$ cat src/rtl/pinbank_pkg.sv
package pinbank_pkg;

  // Register addresses (word addresses on the 7-bit bus)
  localparam int A_DIR  = 0;   // +0 write, +1 clear, +2 set, +3 toggle
  localparam int A_OUT  = 4;
  localparam int A_IN   = 8;
  localparam int A_BULK = 9;
  localparam int A_MUX  = 32;  // one byte per pin pair
  localparam int A_CFG  = 64;  // one byte per pin

  // Alias offsets inside a four-address group
  localparam logic [1:0] OFF_WR  = 2'd0;
  localparam logic [1:0] OFF_CLR = 2'd1;
  localparam logic [1:0] OFF_SET = 2'd2;
  localparam logic [1:0] OFF_TGL = 2'd3;

  // Bulk register fields
  localparam int BK_IN    = 16;
  localparam int BK_PULL  = 17;
  localparam int BK_MUX   = 18;
  localparam int BK_WRCFG = 24;
  localparam int BK_HALF  = 31;

  localparam int CFG_W  = 3;
  localparam int FUNC_W = 4;

  typedef struct packed {
    logic pull_en;  // bit 2
    logic in_en;    // bit 1
    logic mux_en;   // bit 0
  } pin_cfg_t;

endpackage

$ cat src/rtl/pinbank_sync.sv
module pinbank_sync #(
  parameter int W = 32
) (
  input  logic         clk,
  input  logic         rst_n,
  input  logic [W-1:0] d,
  output logic [W-1:0] q
);
  logic [W-1:0] meta_q;

  always_ff @(posedge clk or negedge rst_n) begin
    if (!rst_n) begin
      meta_q <= '0;
      q      <= '0;
    end else begin
      meta_q <= d;
      q      <= meta_q;
    end
  end
endmodule

$ cat src/rtl/pinbank_alias_reg.sv
module pinbank_alias_reg
  import pinbank_pkg::*;
#(
  parameter int W      = 32,
  parameter int ADDR_W = 7,
  parameter int DATA_W = 32,
  parameter int BASE   = 0
) (
  input  logic              clk,
  input  logic              rst_n,
  input  logic              wr_en,
  input  logic [ADDR_W-1:0] addr,
  input  logic [DATA_W-1:0] wdata,
  output logic [W-1:0]      q
);
  localparam logic [ADDR_W-1:0] BASE_A = ADDR_W'(BASE);

  logic         hit;
  logic [W-1:0] m;
  logic         unused_hi;

  assign hit       = wr_en && (addr[ADDR_W-1:2] == BASE_A[ADDR_W-1:2]);
  assign m         = wdata[W-1:0];
  assign unused_hi = ^{wdata, BASE_A[1:0]};

  always_ff @(posedge clk or negedge rst_n) begin
    if (!rst_n) begin
      q <= '0;
    end else if (hit) begin
      case (addr[1:0])
        OFF_WR:  q <= m;
        OFF_CLR: q <= q & ~m;
        OFF_SET: q <= q | m;
        default: q <= q ^ m;
      endcase
    end
  end
endmodule

$ cat src/rtl/pinbank_cfg.sv
module pinbank_cfg
  import pinbank_pkg::*;
#(
  parameter int NPINS  = 32,
  parameter int ADDR_W = 7,
  parameter int DATA_W = 32
) (
  input  logic                 clk,
  input  logic                 rst_n,
  input  logic                 wr_en,
  input  logic [ADDR_W-1:0]    addr,
  input  logic [DATA_W-1:0]    wdata,
  output pin_cfg_t [NPINS-1:0] cfg
);
  localparam int HALF = NPINS / 2;

  logic     bulk_go;
  logic     upper;
  pin_cfg_t bulk_val;
  pin_cfg_t direct_val;
  logic     unused_w;

  assign bulk_go    = wr_en && (addr == ADDR_W'(A_BULK)) && wdata[BK_WRCFG];
  assign upper      = wdata[BK_HALF];
  assign bulk_val   = '{pull_en: wdata[BK_PULL], in_en: wdata[BK_IN], mux_en: wdata[BK_MUX]};
  assign direct_val = pin_cfg_t'(wdata[CFG_W-1:0]);
  assign unused_w   = ^wdata;

  for (genvar p = 0; p < NPINS; p++) begin : g_pin
    localparam int          LANE    = (p >= HALF) ? p - HALF : p;
    localparam logic        IS_HIGH = (p >= HALF);
    localparam logic [ADDR_W-1:0] MY_A = ADDR_W'(A_CFG + p);

    logic bulk_sel;
    logic direct_sel;

    assign bulk_sel   = bulk_go && (upper == IS_HIGH) && wdata[LANE];
    assign direct_sel = wr_en && (addr == MY_A);

    always_ff @(posedge clk or negedge rst_n) begin
      if (!rst_n)          cfg[p] <= '0;
      else if (direct_sel) cfg[p] <= direct_val;
      else if (bulk_sel)   cfg[p] <= bulk_val;
    end
  end
endmodule

$ cat src/rtl/pinbank_mux.sv
module pinbank_mux
  import pinbank_pkg::*;
#(
  parameter int NPINS  = 32,
  parameter int ADDR_W = 7,
  parameter int DATA_W = 32
) (
  input  logic                      clk,
  input  logic                      rst_n,
  input  logic                      wr_en,
  input  logic [ADDR_W-1:0]         addr,
  input  logic [DATA_W-1:0]         wdata,
  output logic [NPINS*FUNC_W-1:0]   func
);
  localparam int NPAIRS = NPINS / 2;

  logic unused_w;
  assign unused_w = ^wdata[DATA_W-1:8];

  for (genvar k = 0; k < NPAIRS; k++) begin : g_pair
    localparam logic [ADDR_W-1:0] MY_A = ADDR_W'(A_MUX + k);
    logic [7:0] sel_q;

    always_ff @(posedge clk or negedge rst_n) begin
      if (!rst_n)                         sel_q <= '0;
      else if (wr_en && (addr == MY_A))   sel_q <= wdata[7:0];
    end

    // even pin takes the low nibble, odd pin the high nibble
    assign func[(2*k)*FUNC_W   +: FUNC_W] = sel_q[3:0];
    assign func[(2*k+1)*FUNC_W +: FUNC_W] = sel_q[7:4];
  end
endmodule

$ cat src/rtl/pinbank_port.sv
module pinbank_port
  import pinbank_pkg::*;
#(
  parameter int NPINS  = 32,
  parameter int ADDR_W = 7,
  parameter int DATA_W = 32
) (
  input  logic                    clk,
  input  logic                    rst_n,
  input  logic                    wr_en,
  input  logic [ADDR_W-1:0]       addr,
  input  logic [DATA_W-1:0]       wdata,
  output logic [DATA_W-1:0]       rdata,
  input  logic [NPINS-1:0]        pad_in,
  output logic [NPINS-1:0]        pad_oe,
  output logic [NPINS-1:0]        pad_out,
  output logic [NPINS-1:0]        pad_pull_en,
  output logic [NPINS-1:0]        pad_pull_up,
  output logic [NPINS-1:0]        pad_mux_en,
  output logic [NPINS*FUNC_W-1:0] pad_func
);
  localparam int PIDX_W = $clog2(NPINS);
  localparam int NPAIRS = NPINS / 2;

  logic [NPINS-1:0]       dir_q;
  logic [NPINS-1:0]       out_q;
  logic [NPINS-1:0]       in_sync;
  pin_cfg_t [NPINS-1:0]   cfg;
  logic [NPINS*CFG_W-1:0] cfg_flat;
  logic [NPINS-1:0]       v_in, v_pull, v_mux;
  logic [ADDR_W-1:0]      off_cfg, off_mux;
  logic                   unused_off;

  pinbank_alias_reg #(.W(NPINS), .ADDR_W(ADDR_W), .DATA_W(DATA_W), .BASE(A_DIR)) u_dir (
    .clk(clk), .rst_n(rst_n), .wr_en(wr_en), .addr(addr), .wdata(wdata), .q(dir_q));

  pinbank_alias_reg #(.W(NPINS), .ADDR_W(ADDR_W), .DATA_W(DATA_W), .BASE(A_OUT)) u_out (
    .clk(clk), .rst_n(rst_n), .wr_en(wr_en), .addr(addr), .wdata(wdata), .q(out_q));

  pinbank_sync #(.W(NPINS)) u_sync (
    .clk(clk), .rst_n(rst_n), .d(pad_in), .q(in_sync));

  pinbank_cfg #(.NPINS(NPINS), .ADDR_W(ADDR_W), .DATA_W(DATA_W)) u_cfg (
    .clk(clk), .rst_n(rst_n), .wr_en(wr_en), .addr(addr), .wdata(wdata), .cfg(cfg));

  pinbank_mux #(.NPINS(NPINS), .ADDR_W(ADDR_W), .DATA_W(DATA_W)) u_mux (
    .clk(clk), .rst_n(rst_n), .wr_en(wr_en), .addr(addr), .wdata(wdata), .func(pad_func));

  for (genvar p = 0; p < NPINS; p++) begin : g_split
    assign v_in[p]   = cfg[p].in_en;
    assign v_pull[p] = cfg[p].pull_en;
    assign v_mux[p]  = cfg[p].mux_en;
    assign cfg_flat[p*CFG_W +: CFG_W] = cfg[p];
  end

  // Pad side
  assign pad_out     = out_q;
  assign pad_mux_en  = v_mux;
  assign pad_oe      = dir_q & ~v_mux;
  assign pad_pull_en = v_pull & ~dir_q & ~v_mux;
  assign pad_pull_up = pad_pull_en & out_q;

  // Read side
  assign off_cfg    = addr - ADDR_W'(A_CFG);
  assign off_mux    = addr - ADDR_W'(A_MUX);
  assign unused_off = ^{off_cfg, off_mux};

  always_comb begin
    rdata = '0;
    if (addr >= ADDR_W'(A_CFG) && addr < ADDR_W'(A_CFG + NPINS)) begin
      rdata = DATA_W'(cfg[off_cfg[PIDX_W-1:0]]);
    end else if (addr >= ADDR_W'(A_MUX) && addr < ADDR_W'(A_MUX + NPAIRS)) begin
      rdata = DATA_W'(pad_func[off_mux[PIDX_W-2:0]*8 +: 8]);
    end else if (addr == ADDR_W'(A_DIR)) begin
      rdata = DATA_W'(dir_q);
    end else if (addr == ADDR_W'(A_OUT)) begin
      rdata = DATA_W'(out_q);
    end else if (addr == ADDR_W'(A_IN)) begin
      rdata = DATA_W'(in_sync & v_in);
    end
  end
endmodule

$ cat config.mk
export PLATFORM = sky130hd
export DESIGN_NAME = pinbank_port
export DESIGN_NICKNAME = d
export VERILOG_FILES = /design/src/rtl/pinbank_pkg.sv /design/src/rtl/pinbank_sync.sv /design/src/rtl/pinbank_alias_reg.sv /design/src/rtl/pinbank_cfg.sv /design/src/rtl/pinbank_mux.sv /design/src/rtl/pinbank_port.sv
export SDC_FILE = /design/constraint.sdc
export NUM_CORES = 1
export LEC_CHECK = 0
export BUFFER_PORTS_ARGS = -buffer_cell sky130_fd_sc_hd__buf_2
export CORE_MARGIN = 2
export CORE_UTILIZATION = 61
export DETAILED_ROUTE_END_ITERATION = 8
export PLACE_DENSITY = 0.95
export REMOVE_ABC_BUFFERS = 1
export SYNTH_ARGS = -nofsm -noshare
export SYNTH_HDL_FRONTEND = slang
export SYNTH_HIERARCHICAL = 1
export SYNTH_SLANG_ARGS = --single-unit
export TNS_END_PERCENT = 5
$ cat constraint.sdc
create_clock -name clk -period 5.98 [get_ports clk]
set_input_delay 1.196 -clock clk [delete_from_list [all_inputs] [get_ports clk]]
set_output_delay 1.196 -clock clk [all_outputs]
set_load 0.01 [all_outputs]
==> results.md <==
- Outcome: finished, violations left
- Failing checks: design-rule violations
- Die height: 190.7 um
- Clock Skew: 0.03060 ns
- Fin crit share: 82.94%
- Dpl hpwl: 49540 um
- Fillers: 2240
- Crit path launch type: input port
- Setup tns final: 0 ns
- Unrepaired setup endpoints after global routing: false
- Clock Latency Late Sink: 0.56 ns
- Synth Flop Type: dfrtp_1
- Ports: 394
- Max incr delay on CP: 0.58 ns
- CTS tree: done
- Total GRT Usage: 40.10%
- Clock buffer depth: 3
- Worst EP arrival: 3.76 ns
- Synth unique cells: 62
- DRC violations left: 12
- TritonCTS Sinks: 352
- Leakage: 12.50 nW
- DR pass1 iterations: 9
- Post-Syn Area: 21270 um^2
- CP top delay family: buffers and inverters
- Area grow syn2layout: 16.46%
- Port bufs: 393
- Total grt overflow: 0
- Proportion of layout cells with a drive suffix above 1: 36.74%
- Rows: 68
- Max-slew headroom: 20.16%
- Antenna violations before repair: 7
- Place WS: 1.164 ns
- Initial Util: 61.72%
- Asr flop ratio synth: 100.0%
- Synth warn: 6
- Max Fclk: 201.6 MHz
- PostCTS Resize Cnt: 0
- CP required: 4.78 ns
- Post-synth EDFFs: 0
- First-pass GRT wire length: 109300 um
- PwrDens: 291.4 nW/um^2
- Via-to-Cell Ratio: 6.942
- H-tree depth: 2
- Cells after Synth: 1849
- WL per Instance: 27.33 um
- Antenna-violating nets left: 0
- Number of global-route vias before repair: 18.32k
- Finished Layout Cells: 2681
- DRT iter0 DRCs: 2936
- Placed Instances: 2605
- Largest net degree at the start of global routing: 136
- Number of hold buffers added after cts: 0
- Hold Path Class: reg -> reg
- GPL Wtd Cong: 0.9761
- Synth Register Bits: 352
- Worst Path Buf+Inv: 4
- Max-Cap Viols: 0
- Root Driver: clkbuf_16
- CP Capture Type: output pin
- Worst path slowest cell: mux4_2
- Crit path cell chain: buf_6, buf_4, mux4_2, mux4_2, inv_1, o22ai_1, buf_2
- Crit-path max FO: 48
- Post-Route WL: 73280 um
- Worst-Margin Slew: 1.193 ns
- Nets@finish: 2394
- Post-CTS Setup Inserts: 0
- CTS Buf Count: 40
- Die Area: 36370 um^2
- Peak VDD IR: 258.6 uV
- Most common cell on crit path: mux4_2
- Pins Over Slew Limit: 0
- CTS clk-pin slew, worst paths: 0.07 ns
- Synth Area per Inst: 11.50 um^2
- Die width: 190.7 um
- CP Class: in -> out
- Final setup fails: 0
- Register area share after synthesis: 41.42%
- Final Critical Period: 4.960 ns
- DR vias: 18.61k
- Core area: 34460 um^2
- Hold Vio Cnt, Final: 0
- Setup WS post-layout: 1.020 ns
## worst paths after layout
| path | start | to | slack (ns) | cells past startpoint |
|---|---|---|---|---|
| worst min-delay path | u_sync/meta_q[6] | u_sync/q[6] | 0.33 | 0 |
| worst max-delay path | addr[0] | rdata[5] | 1.02 | 7 |
| worst max register to register | u_out/q[7] | u_out/q[7] | 4.20 | 4 |
| max in group asynchronous | rst_n | u_cfg/cfg[72] | 3.97 | 2 |
| worst min register to register | u_sync/meta_q[6] | u_sync/q[6] | 0.33 | 0 |
| min in group asynchronous | rst_n | u_out/q[29] | 0.68 | 1 |
## cells in the mapped netlist (42+ instances only)
cell,n,area share [%]
nor2b_1,42,1.2
mux2_2,185,9.8
dfrtp_1,352,41
nor2_1,108,1.9
clkbuf_1,61,1.1
a21oi_1,116,2.7
nand3_1,78,1.8
inv_1,205,3.6
nand2_1,43,0.76
ha_1,128,7.5
mux4_2,123,13
## cell type report
class,instances,area [um^2],area share [%]
inverters,205,769.5,3.107
flip-flops and latches,352,8808,35.56
multi-input cells,1175,11060,44.64
clock buffers,59,1204,4.860
diodes,5,12.51,0.05052
clock inverters,12,130.1,0.5254
repair buffers,418,2220,8.961
well taps,455,569.3,2.298
## per-stage QoR
stage	hold slack, ns	utilization (%)	instance area (um^2)	power, mW
2_1_floorplan	0.3312	-	20600	3.819
3_3_place_gp	0.3329	67.97	23420	4.519
3_5_place_dp	0.3347	67.97	23420	4.660
4_1_cts	0.3372	71.84	24760	7.155
5_1_grt	0.3511	71.85	24760	7.461
6_report	0.3311	71.88	24770	7.217
## cell families (layout without fill, tap and decap cells)
group           count (synthesis)  after routing  synth area share, %
fa+ha+maj                     128            128                7.530
other cells                     0              5                    0
buf+inv                       322            694                6.777
simple gates                  454            454                12.36
flops                         352            352                41.42
compound gates                252            252                7.113
mux                           341            341                24.80
## power by group
| part | internal (mW) | switching (mW) | leakage [nW] |
|---|---|---|---|
| clock | 1.48 | 1.03 | 0.654 |
| combinational | 0.761 | 0.871 | 7.26 |
| sequential | 2.66 | 0.412 | 4.59 |
| total | 4.90 | 2.31 | 12.5 |
## layout by cell type, fill, tap and decap left out, types with 43 or more instances in the layout
master and n:
nand2_1 43, dfrtp_1 352, nor2_1 108, nand3_1 78, mux2_2 185, buf_2 388, a21oi_1 116, mux4_2 123
inv_1 205, ha_1 128
## sequential cells by signal, indices dropped and copies added (netlist names)
signal	cells
u_sync/q	32
u_mux/g_pair.sel_q	128
u_cfg/cfg	96
u_dir/q	32
u_out/q	32
u_sync/meta_q	32
## routing by layer
layer	track usage, %	up-vias	wire length, um
met4	23.58	4	5247
li1	-	7345	-
met3	12.66	486	10270
met5	0	-	23
met2	64.20	1847	34110
met1	47.81	8930	23630
(Power assumes the default switching activity.)
